File: config.mk
export PLATFORM = sky130hd
export DESIGN_NAME = nor_async_seq
export DESIGN_NICKNAME = d
export VERILOG_FILES = /design/src/rtl/nor_seq_pkg.sv /design/src/rtl/nor_phase_len.sv /design/src/rtl/nor_seq_fsm.sv /design/src/rtl/nor_pin_drive.sv /design/src/rtl/nor_async_seq.sv
export SDC_FILE = /design/constraint.sdc
export NUM_CORES = 1
export LEC_CHECK = 0
export ABC_AREA = 1
export CORE_ASPECT_RATIO = 1.4
export CORE_UTILIZATION = 44
export CTS_CLUSTER_SIZE = 20
export DETAILED_ROUTE_END_ITERATION = 12
export PLACE_DENSITY = 0.77
export SLEW_MARGIN = 5
export SYNTH_ARGS = -nofsm -noshare
export SYNTH_HDL_FRONTEND = slang
export SYNTH_HIERARCHICAL = 1
export SYNTH_SLANG_ARGS = --single-unit
File: constraint.sdc
create_clock -name clk -period 3.6 [get_ports clk]
set_clock_uncertainty 0.1 [all_clocks]
set_input_delay 0.36 -clock clk [delete_from_list [all_inputs] [get_ports clk]]
set_output_delay 0.36 -clock clk [all_outputs]
set_load 0.02 [all_outputs]
File: src/rtl/nor_seq_pkg.sv
`timescale 1ns/1ps
// Package: shared field widths, phase encoding and the timing record
// used by every part of the NOR access sequencer.
package nor_seq_pkg;
    localparam int SETUP_W  = 4;
    localparam int STROBE_W = 8;
    localparam int HOLD_W   = 4;
    localparam int TURN_W   = 4;
    localparam int CNT_W    = STROBE_W;

    typedef enum logic [2:0] {
        PH_IDLE,
        PH_SETUP,
        PH_STROBE,
        PH_HOLD,
        PH_TURN
    } phase_e;

    typedef struct packed {
        logic [SETUP_W-1:0]  setup;
        logic [STROBE_W-1:0] strobe;
        logic [HOLD_W-1:0]   hold;
        logic [TURN_W-1:0]   turn;
        logic                ext_en;
        logic                amode;
    } timing_t;
endpackage

File: src/rtl/nor_phase_len.sv
`timescale 1ns/1ps
// Module: nor_phase_len
// Converts a timing record and the access direction into the cycle count of
// each phase. Purely combinational.
// Assumes: the extended variant is active only when both ext_en and amode are
// set; a zero strobe field still yields one strobe cycle.
module nor_phase_len
    import nor_seq_pkg::*;
(
    input  timing_t          tim,
    input  logic             is_write,
    output logic [CNT_W-1:0] setup_len,
    output logic [CNT_W-1:0] strobe_len,
    output logic [CNT_W-1:0] hold_len,
    output logic [CNT_W-1:0] turn_len
);
    logic ext_active;
    logic hold_extra;

    // Purpose: decide whether a write receives the extra hold cycle.
    always_comb begin
        ext_active = tim.ext_en & tim.amode;
        hold_extra = is_write & ~ext_active;
    end

    // Purpose: widen the fields to counter width and apply the minimum strobe.
    always_comb begin
        setup_len  = CNT_W'(tim.setup);
        strobe_len = (tim.strobe == '0) ? CNT_W'(1) : CNT_W'(tim.strobe);
        hold_len   = CNT_W'(tim.hold) + CNT_W'(hold_extra);
        turn_len   = CNT_W'(tim.turn);
    end
endmodule

File: src/rtl/nor_seq_fsm.sv
`timescale 1ns/1ps
// Module: nor_seq_fsm
// Steps through setup, strobe, hold and turnaround with a single down-counter.
// Phases of zero length are skipped. done is registered and pulses for one
// cycle right after the last active phase.
// Assumes: accept is asserted only while the phase is PH_IDLE; the length
// inputs are already taken from the configuration that belongs to the access.
module nor_seq_fsm
    import nor_seq_pkg::*;
(
    input  logic             clk,
    input  logic             rst_n,
    input  logic             accept,
    input  logic [CNT_W-1:0] setup_len,
    input  logic [CNT_W-1:0] strobe_len,
    input  logic [CNT_W-1:0] hold_len,
    input  logic [CNT_W-1:0] turn_len,
    output phase_e           phase,
    output logic             strobe_last,
    output logic             done
);
    phase_e           phase_q, phase_d;
    logic [CNT_W-1:0] cnt_q, cnt_d;
    logic             load;
    logic [CNT_W-1:0] load_len;
    logic             last_cycle;
    logic             finish;

    assign last_cycle = (cnt_q == '0);

    // Purpose: choose the next phase and the length to load on entering it.
    always_comb begin
        phase_d  = phase_q;
        load     = 1'b0;
        load_len = '0;
        finish   = 1'b0;
        unique case (phase_q)
            PH_IDLE: begin
                if (accept) begin
                    load = 1'b1;
                    if (setup_len != '0) begin
                        phase_d  = PH_SETUP;
                        load_len = setup_len;
                    end else begin
                        phase_d  = PH_STROBE;
                        load_len = strobe_len;
                    end
                end
            end
            PH_SETUP: begin
                if (last_cycle) begin
                    phase_d  = PH_STROBE;
                    load     = 1'b1;
                    load_len = strobe_len;
                end
            end
            PH_STROBE: begin
                if (last_cycle) begin
                    if (hold_len != '0) begin
                        phase_d  = PH_HOLD;
                        load     = 1'b1;
                        load_len = hold_len;
                    end else begin
                        finish = 1'b1;
                    end
                end
            end
            PH_HOLD: begin
                if (last_cycle) finish = 1'b1;
            end
            PH_TURN: begin
                if (last_cycle) phase_d = PH_IDLE;
            end
            default: phase_d = PH_IDLE;
        endcase
        if (finish) begin
            if (turn_len != '0) begin
                phase_d  = PH_TURN;
                load     = 1'b1;
                load_len = turn_len;
            end else begin
                phase_d = PH_IDLE;
            end
        end
    end

    // Purpose: next counter value, loaded with length-1 or counting down to 0.
    always_comb begin
        if (load)             cnt_d = load_len - CNT_W'(1);
        else if (!last_cycle) cnt_d = cnt_q - CNT_W'(1);
        else                  cnt_d = cnt_q;
    end

    // Purpose: phase, counter and done pulse registers.
    always_ff @(posedge clk) begin
        if (!rst_n) begin
            phase_q <= PH_IDLE;
            cnt_q   <= '0;
            done    <= 1'b0;
        end else begin
            phase_q <= phase_d;
            cnt_q   <= cnt_d;
            done    <= finish;
        end
    end

    assign phase       = phase_q;
    assign strobe_last = (phase_q == PH_STROBE) && last_cycle;
endmodule

File: src/rtl/nor_pin_drive.sv
`timescale 1ns/1ps
// Module: nor_pin_drive
// Holds the accepted request and drives the flash pins from the current phase.
// Captures read data on the final strobe cycle.
// Assumes: phase comes from a register, so the pin decode has one level of
// logic; bus lanes are bytes.
module nor_pin_drive
    import nor_seq_pkg::*;
#(
    parameter int ADDR_W = 20,
    parameter int DATA_W = 16,
    parameter int BE_W   = DATA_W / 8
) (
    input  logic              clk,
    input  logic              rst_n,
    input  logic              accept,
    input  logic              req_write,
    input  logic [ADDR_W-1:0] req_addr,
    input  logic [DATA_W-1:0] req_wdata,
    input  logic [BE_W-1:0]   req_be,
    input  phase_e            phase,
    input  logic              strobe_last,
    input  logic [DATA_W-1:0] mem_dq_in,
    output logic              wr_q,
    output logic [DATA_W-1:0] rd_data,
    output logic [ADDR_W-1:0] mem_addr,
    output logic [DATA_W-1:0] mem_dq_out,
    output logic              mem_dq_oe,
    output logic              mem_ce_n,
    output logic              mem_oe_n,
    output logic              mem_we_n,
    output logic [BE_W-1:0]   mem_bl_n
);
    logic [ADDR_W-1:0] addr_q;
    logic [DATA_W-1:0] wdata_q;
    logic [BE_W-1:0]   be_q;
    logic              active;
    logic              strobe;

    // Purpose: hold the request fields for the duration of the access.
    always_ff @(posedge clk) begin
        if (!rst_n) begin
            wr_q    <= 1'b0;
            addr_q  <= '0;
            wdata_q <= '0;
            be_q    <= '0;
        end else if (accept) begin
            wr_q    <= req_write;
            addr_q  <= req_addr;
            wdata_q <= req_wdata;
            be_q    <= req_be;
        end
    end

    // Purpose: sample the flash data bus on the final read strobe cycle.
    always_ff @(posedge clk) begin
        if (!rst_n)                   rd_data <= '0;
        else if (strobe_last && !wr_q) rd_data <= mem_dq_in;
    end

    // Purpose: decode the registered phase into the active-low pin controls.
    always_comb begin
        active     = (phase == PH_SETUP) || (phase == PH_STROBE) || (phase == PH_HOLD);
        strobe     = (phase == PH_STROBE);
        mem_ce_n   = ~active;
        mem_oe_n   = ~(strobe & ~wr_q);
        mem_we_n   = ~(strobe & wr_q);
        mem_dq_oe  = active & wr_q;
        mem_addr   = addr_q;
        mem_dq_out = wdata_q;
    end

    // Purpose: per-lane enables, following the mask only for write accesses.
    for (genvar g = 0; g < BE_W; g++) begin : g_lane
        always_comb begin
            mem_bl_n[g] = active ? ~(be_q[g] | ~wr_q) : 1'b1;
        end
    end
endmodule

File: src/rtl/nor_async_seq.sv
`timescale 1ns/1ps
// Module: nor_async_seq (top)
// Turns single read or write requests into timed asynchronous NOR flash
// cycles. The configuration is sampled at acceptance.
// Assumes: non-multiplexed address and data pins; no wait input and no burst.
// A request is taken only when req_ready is high.
module nor_async_seq
    import nor_seq_pkg::*;
#(
    parameter int ADDR_W = 20,
    parameter int DATA_W = 16,
    parameter int BE_W   = DATA_W / 8
) (
    input  logic                clk,
    input  logic                rst_n,
    input  logic                req_valid,
    input  logic                req_write,
    input  logic [ADDR_W-1:0]   req_addr,
    input  logic [DATA_W-1:0]   req_wdata,
    input  logic [BE_W-1:0]     req_be,
    output logic                req_ready,
    input  logic [SETUP_W-1:0]  cfg_setup,
    input  logic [STROBE_W-1:0] cfg_strobe,
    input  logic [HOLD_W-1:0]   cfg_hold,
    input  logic [TURN_W-1:0]   cfg_turn,
    input  logic                cfg_ext,
    input  logic                cfg_amode,
    output logic                busy,
    output logic                done,
    output logic [DATA_W-1:0]   rd_data,
    output logic [ADDR_W-1:0]   mem_addr,
    output logic [DATA_W-1:0]   mem_dq_out,
    output logic                mem_dq_oe,
    input  logic [DATA_W-1:0]   mem_dq_in,
    output logic                mem_ce_n,
    output logic                mem_oe_n,
    output logic                mem_we_n,
    output logic [BE_W-1:0]     mem_bl_n
);
    timing_t          tim_in, tim_q, tim_eff;
    phase_e           phase;
    logic             accept;
    logic             wr_q, wr_eff;
    logic             strobe_last;
    logic [CNT_W-1:0] setup_len, strobe_len, hold_len, turn_len;

    // Purpose: gather the configuration inputs into one record.
    always_comb begin
        tim_in.setup  = cfg_setup;
        tim_in.strobe = cfg_strobe;
        tim_in.hold   = cfg_hold;
        tim_in.turn   = cfg_turn;
        tim_in.ext_en = cfg_ext;
        tim_in.amode  = cfg_amode;
    end

    assign req_ready = (phase == PH_IDLE);
    assign accept    = req_valid & req_ready;
    assign busy      = ~mem_ce_n;
    assign tim_eff   = accept ? tim_in : tim_q;
    assign wr_eff    = accept ? req_write : wr_q;

    // Purpose: keep the configuration of the access in progress.
    always_ff @(posedge clk) begin
        if (!rst_n)      tim_q <= '0;
        else if (accept) tim_q <= tim_in;
    end

    nor_phase_len u_len (
        .tim        (tim_eff),
        .is_write   (wr_eff),
        .setup_len  (setup_len),
        .strobe_len (strobe_len),
        .hold_len   (hold_len),
        .turn_len   (turn_len)
    );

    nor_seq_fsm u_fsm (
        .clk         (clk),
        .rst_n       (rst_n),
        .accept      (accept),
        .setup_len   (setup_len),
        .strobe_len  (strobe_len),
        .hold_len    (hold_len),
        .turn_len    (turn_len),
        .phase       (phase),
        .strobe_last (strobe_last),
        .done        (done)
    );

    nor_pin_drive #(
        .ADDR_W (ADDR_W),
        .DATA_W (DATA_W),
        .BE_W   (BE_W)
    ) u_pins (
        .clk         (clk),
        .rst_n       (rst_n),
        .accept      (accept),
        .req_write   (req_write),
        .req_addr    (req_addr),
        .req_wdata   (req_wdata),
        .req_be      (req_be),
        .phase       (phase),
        .strobe_last (strobe_last),
        .mem_dq_in   (mem_dq_in),
        .wr_q        (wr_q),
        .rd_data     (rd_data),
        .mem_addr    (mem_addr),
        .mem_dq_out  (mem_dq_out),
        .mem_dq_oe   (mem_dq_oe),
        .mem_ce_n    (mem_ce_n),
        .mem_oe_n    (mem_oe_n),
        .mem_we_n    (mem_we_n),
        .mem_bl_n    (mem_bl_n)
    );
endmodule

==> results of run 1 <==
[sequential cells by signal, indices dropped and copies added (netlist names)]
register and cells:
u_pins/wr_q 1, u_fsm/done 1, u_pins/be_q 2, u_pins/mem_addr 20
u_pins/mem_dq_out 16, u_fsm/cnt_q 8, u_pins/rd_data 16, tim_q 22
u_fsm/phase 3
[path summary, 6_finish.rpt]
check	startpoint	to	cells after the start
worst max-delay path	u_fsm/phase[0]$_SDFFE_PN0P_	u_fsm/cnt_q[6]$_SDFFE_PN0P_	24
worst min-delay path	rst_n	u_fsm/cnt_q[6]$_SDFFE_PN0P_	3
worst max register to register	u_fsm/phase[0]$_SDFFE_PN0P_	u_fsm/cnt_q[6]$_SDFFE_PN0P_	24
worst min register to register	u_pins/rd_data[9]$_SDFFE_PN0P_	u_pins/rd_data[9]$_SDFFE_PN0P_	2
[routing by layer]
metal  GRT usage, %  wire (um)  vias up
met5              0          0        -
met4           10.9        456        0
met3           5.08        715       34
met2           39.1       6710      156
met1           25.1       5280     2147
li1               -          -     2538
[cell type report]
| type | count | area [um^2] |
|---|---|---|
| clock buffer | 9 | 225 |
| clock inverter | 7 | 111 |
| fill | 994 | 4100 |
| inverter | 128 | 483 |
| multi-input combinational | 481 | 2450 |
| sequential | 89 | 1780 |
| tap | 141 | 176 |
| timing repair buffer | 174 | 1650 |
[power breakdown]
part / switching (mW) / leakage, nW / internal, mW
sequential: 0.112 / 0.734 / 1.23
clock: 0.427 / 0.164 / 0.623
combinational: 1.69 / 2.43 / 1.12
[placed cells by master, fill, tap and decap left out, types with 3 or more instances in the layout]
cell type        netlist  layout
nand2_4                4       4
clkdlybuf4s50_1        0     139
nor2_4                11      12
nor2_1               159     159
clkbuf_16              0       9
nand3_4                3       3
nor3_1                 4       4
o21ai_0               42      42
conb_1                 1      11
inv_1                116     116
buf_4                 21      34
nand2_2                6       6
nand3_2                5       5
nand2_1              117     117
nor2_8                 4       4
nand3_1               41      41
dfxtp_1               89      89
inv_6                  0       3
nor2_2                11      10
a21oi_1               10      10
xor2_1                 4       4
inv_2                 12      11
nand4_1               29      29
[worst reg2reg max path, delay by kind of cell, from the launching register on]
family,cells,cell delay (ns)
fa+ha+maj,3,0.58
xor+xnor,1,0.16
buf+inv,6,0.62
flops,1,0.33
simple gates,13,1.31
compound gates,1,0.20
[cells in the mapped netlist, types with 2 or more instances]
cell,n
nor2_1,159
nand2_1,117
inv_1,116
dfxtp_1,89
o21ai_0,42
nand3_1,41
nand4_1,29
buf_4,21
clkbuf_1,18
inv_2,12
buf_2,11
nor2_2,11
nor2_4,11
a21oi_1,10
buf_6,6
nand2_2,6
nand3_2,5
nand2_4,4
nor2_8,4
nor3_1,4
xor2_1,4
ha_1,3
nand3_4,3
nand3b_1,2
nor3_4,2
o21ai_1,2
[metrics by stage]
stage	setup slack, ns	util [%]	hold WS (ns)
after global placement	0.0249	59.0	0.362
after detailed placement	-0.0747	59.0	0.372
final	0.194	62.6	0.303
after global routing	-0.0467	62.6	0.307
after CTS	0.219	62.1	0.279
after floorplan	0.157	-	0.357
[repair_timing]
action	CTS	global route
setup buffers	0	6
gates resized for setup	0	5
endpoints found under the setup margin	0	3
[logic make-up (layout without fill, tap and decap cells)]
logic type | after synthesis | in the layout | share of synthesized area, %
flops | 89 | 89 | 35.5
xor+xnor | 4 | 4 | 0.697
buf+inv | 185 | 318 | 16.9
simple gates | 401 | 401 | 39.5
compound gates | 62 | 62 | 6.60
other cells | 1 | 11 | 0.0746
fa+ha+maj | 3 | 3 | 0.747
==> results by group, run 1 <==
Floorplan
  • Die H: roughly 130 um
  • Initial Util: 45.8%
  • Die area: approximately 0.012 mm^2
  • Row cnt: 45
  • CORE AREA: ~0.011 mm^2
  • Die X: 92.3 um
  • # IOs: about 140

Logic synthesis
  • Synth top area share: between 30 and 40%
  • Sequential fraction of the synthesis area: between 30% and 40%
  • Post-synthesis cell count: between 700 and 800
  • Mapped cell area: between 0.005 and 0.006 mm^2
  • Post-synthesis async set-or-reset flop share: 0%
  • YS warnings: 6
  • Post-synth EDFFs: 0
  • Post-synth top area cell: dfxtp_1
  • #FFs+latches synth: about 90
  • Synth Flop Type: dfxtp_1
  • Count of cell types in the netlist: 39
  • Syn Area/Cell: slightly below 7 um^2
  • Largest cells by area after synthesis: dfxtp_1 35%, nor2_1 12%, nand2_1 8.7%, inv_1 8.7%, o21ai_0 4.2%

Cells and area
  • Fin nets: just under 1,000
  • N_diodes: 0
  • Area growth, synth to finish: 36.9%
  • Non-Filler Instances: about 1,000
  • Post-layout instance area: between 0.006 and 0.007 mm^2
  • Fraction of layout cells with a size suffix above 1: approximately 13%

STA
  • Final Hold Viols: 0
  • Slew Limit Fails: 0
  • Fmax: around 290 MHz
  • Sum Neg Setup Slack: 0 ns
  • Fin crit share: between 90% and 100%
  • Setup Viol. Count Final: 0
  • Worst slew pin tran: ~0.77 ns
  • Final Critical Period: about 3.4 ns
  • Worst slew margin: around half

GRT
  • Largest net degree at the start of global routing: 56
  • All-Layer GR Usage: around 22%
  • Global-route wire length before repair: roughly 21 mm
  • Number of global-route vias before repair: between 4,000 and 5,000
  • Initial antenna violation count: 0
  • Total gr overflow: 0

Worst setup path
  • Flop-to-flop setup slack: approximately 0.19 ns
  • WP data required: between 3 and 4 ns
  • Crit start category: register
  • Critical path buffers and inverters: 6
  • Worst Setup End Kind: register
  • Family with the most delay on the worst path: simple AND/OR/NAND/NOR gates
  • Crit path arrival time: 3.54 ns
  • CP max stage cell: dfxtp_1
  • Crit Path Max Fanout: 8
  • CP peak stage delay: 0.33 ns
  • Worst-path cell chain: nor2_4 -> buf_4 -> buf_4 -> nand4_1 -> nand2_1 -> inv_1 -> ha_2 -> ha_1 -> xor2_1 -> nor2_1 -> nand2_1 -> o21ai_4 -> nand3_1 -> inv_1 -> nand3_1 -> nand3_4 -> inv_1 -> ha_1 -> inv_1 -> nor2_4 -> nand3_1 -> nand2_1 -> nand3_1 -> nor2_1
  • Crit path kind: register to register

Clocking
  • Clock Latency Late Sink: 0.34 ns
  • Clock-pin transition on the worst setup and hold timing paths: 0.07 ns
  • Clk sinks: around 90
  • CTS tree: built
  • CTS max path bufs: 2
  • Hold_buf cts: 0
  • Inserted Clock Buffers: 9
  • CTS Root Buffer Type: clkbuf_16
  • H-tree Lvls: 3

Drt
  • Drt drc: 0
  • Vias/cell: about 4.7
  • Final ANT Viol Nets: 0
  • Final Routed Wirelength: 13.2 mm
  • Vias: 4,875
  • DRT Pass-1 Iters: 4
  • Initial drt markers: 242
  • Routed wire length per instance: approximately 13 um

Worst hold path
  • Hold Crit Class: primary input to register

Placed design
  • IO Port Bufs: 140
  • Placed insts: just over 1,000
  • DP Wirelength: about 9.5 mm
  • Global placer's final weighted congestion: between 0.8 and 0.9
  • Placed instance area: roughly 0.0065 mm^2

Run
  • Max_cap viols: 0

Power
  • Static leakage: roughly 3.3 nW
  • Total Power: 5.20 mW
  • Power per cell area: 757 mW/mm^2
  • Maximum VDD drop: ~430 uV

Status
  • Status: finished, final reports clean
(Power assumes the default switching activity.)
==> run 2, diff against run 1 <==
Settings changed: SLEW_MARGIN 5 to 15.
==> results of run 2 <==
Final layout, timing and power as in run 1 (identical DEF).
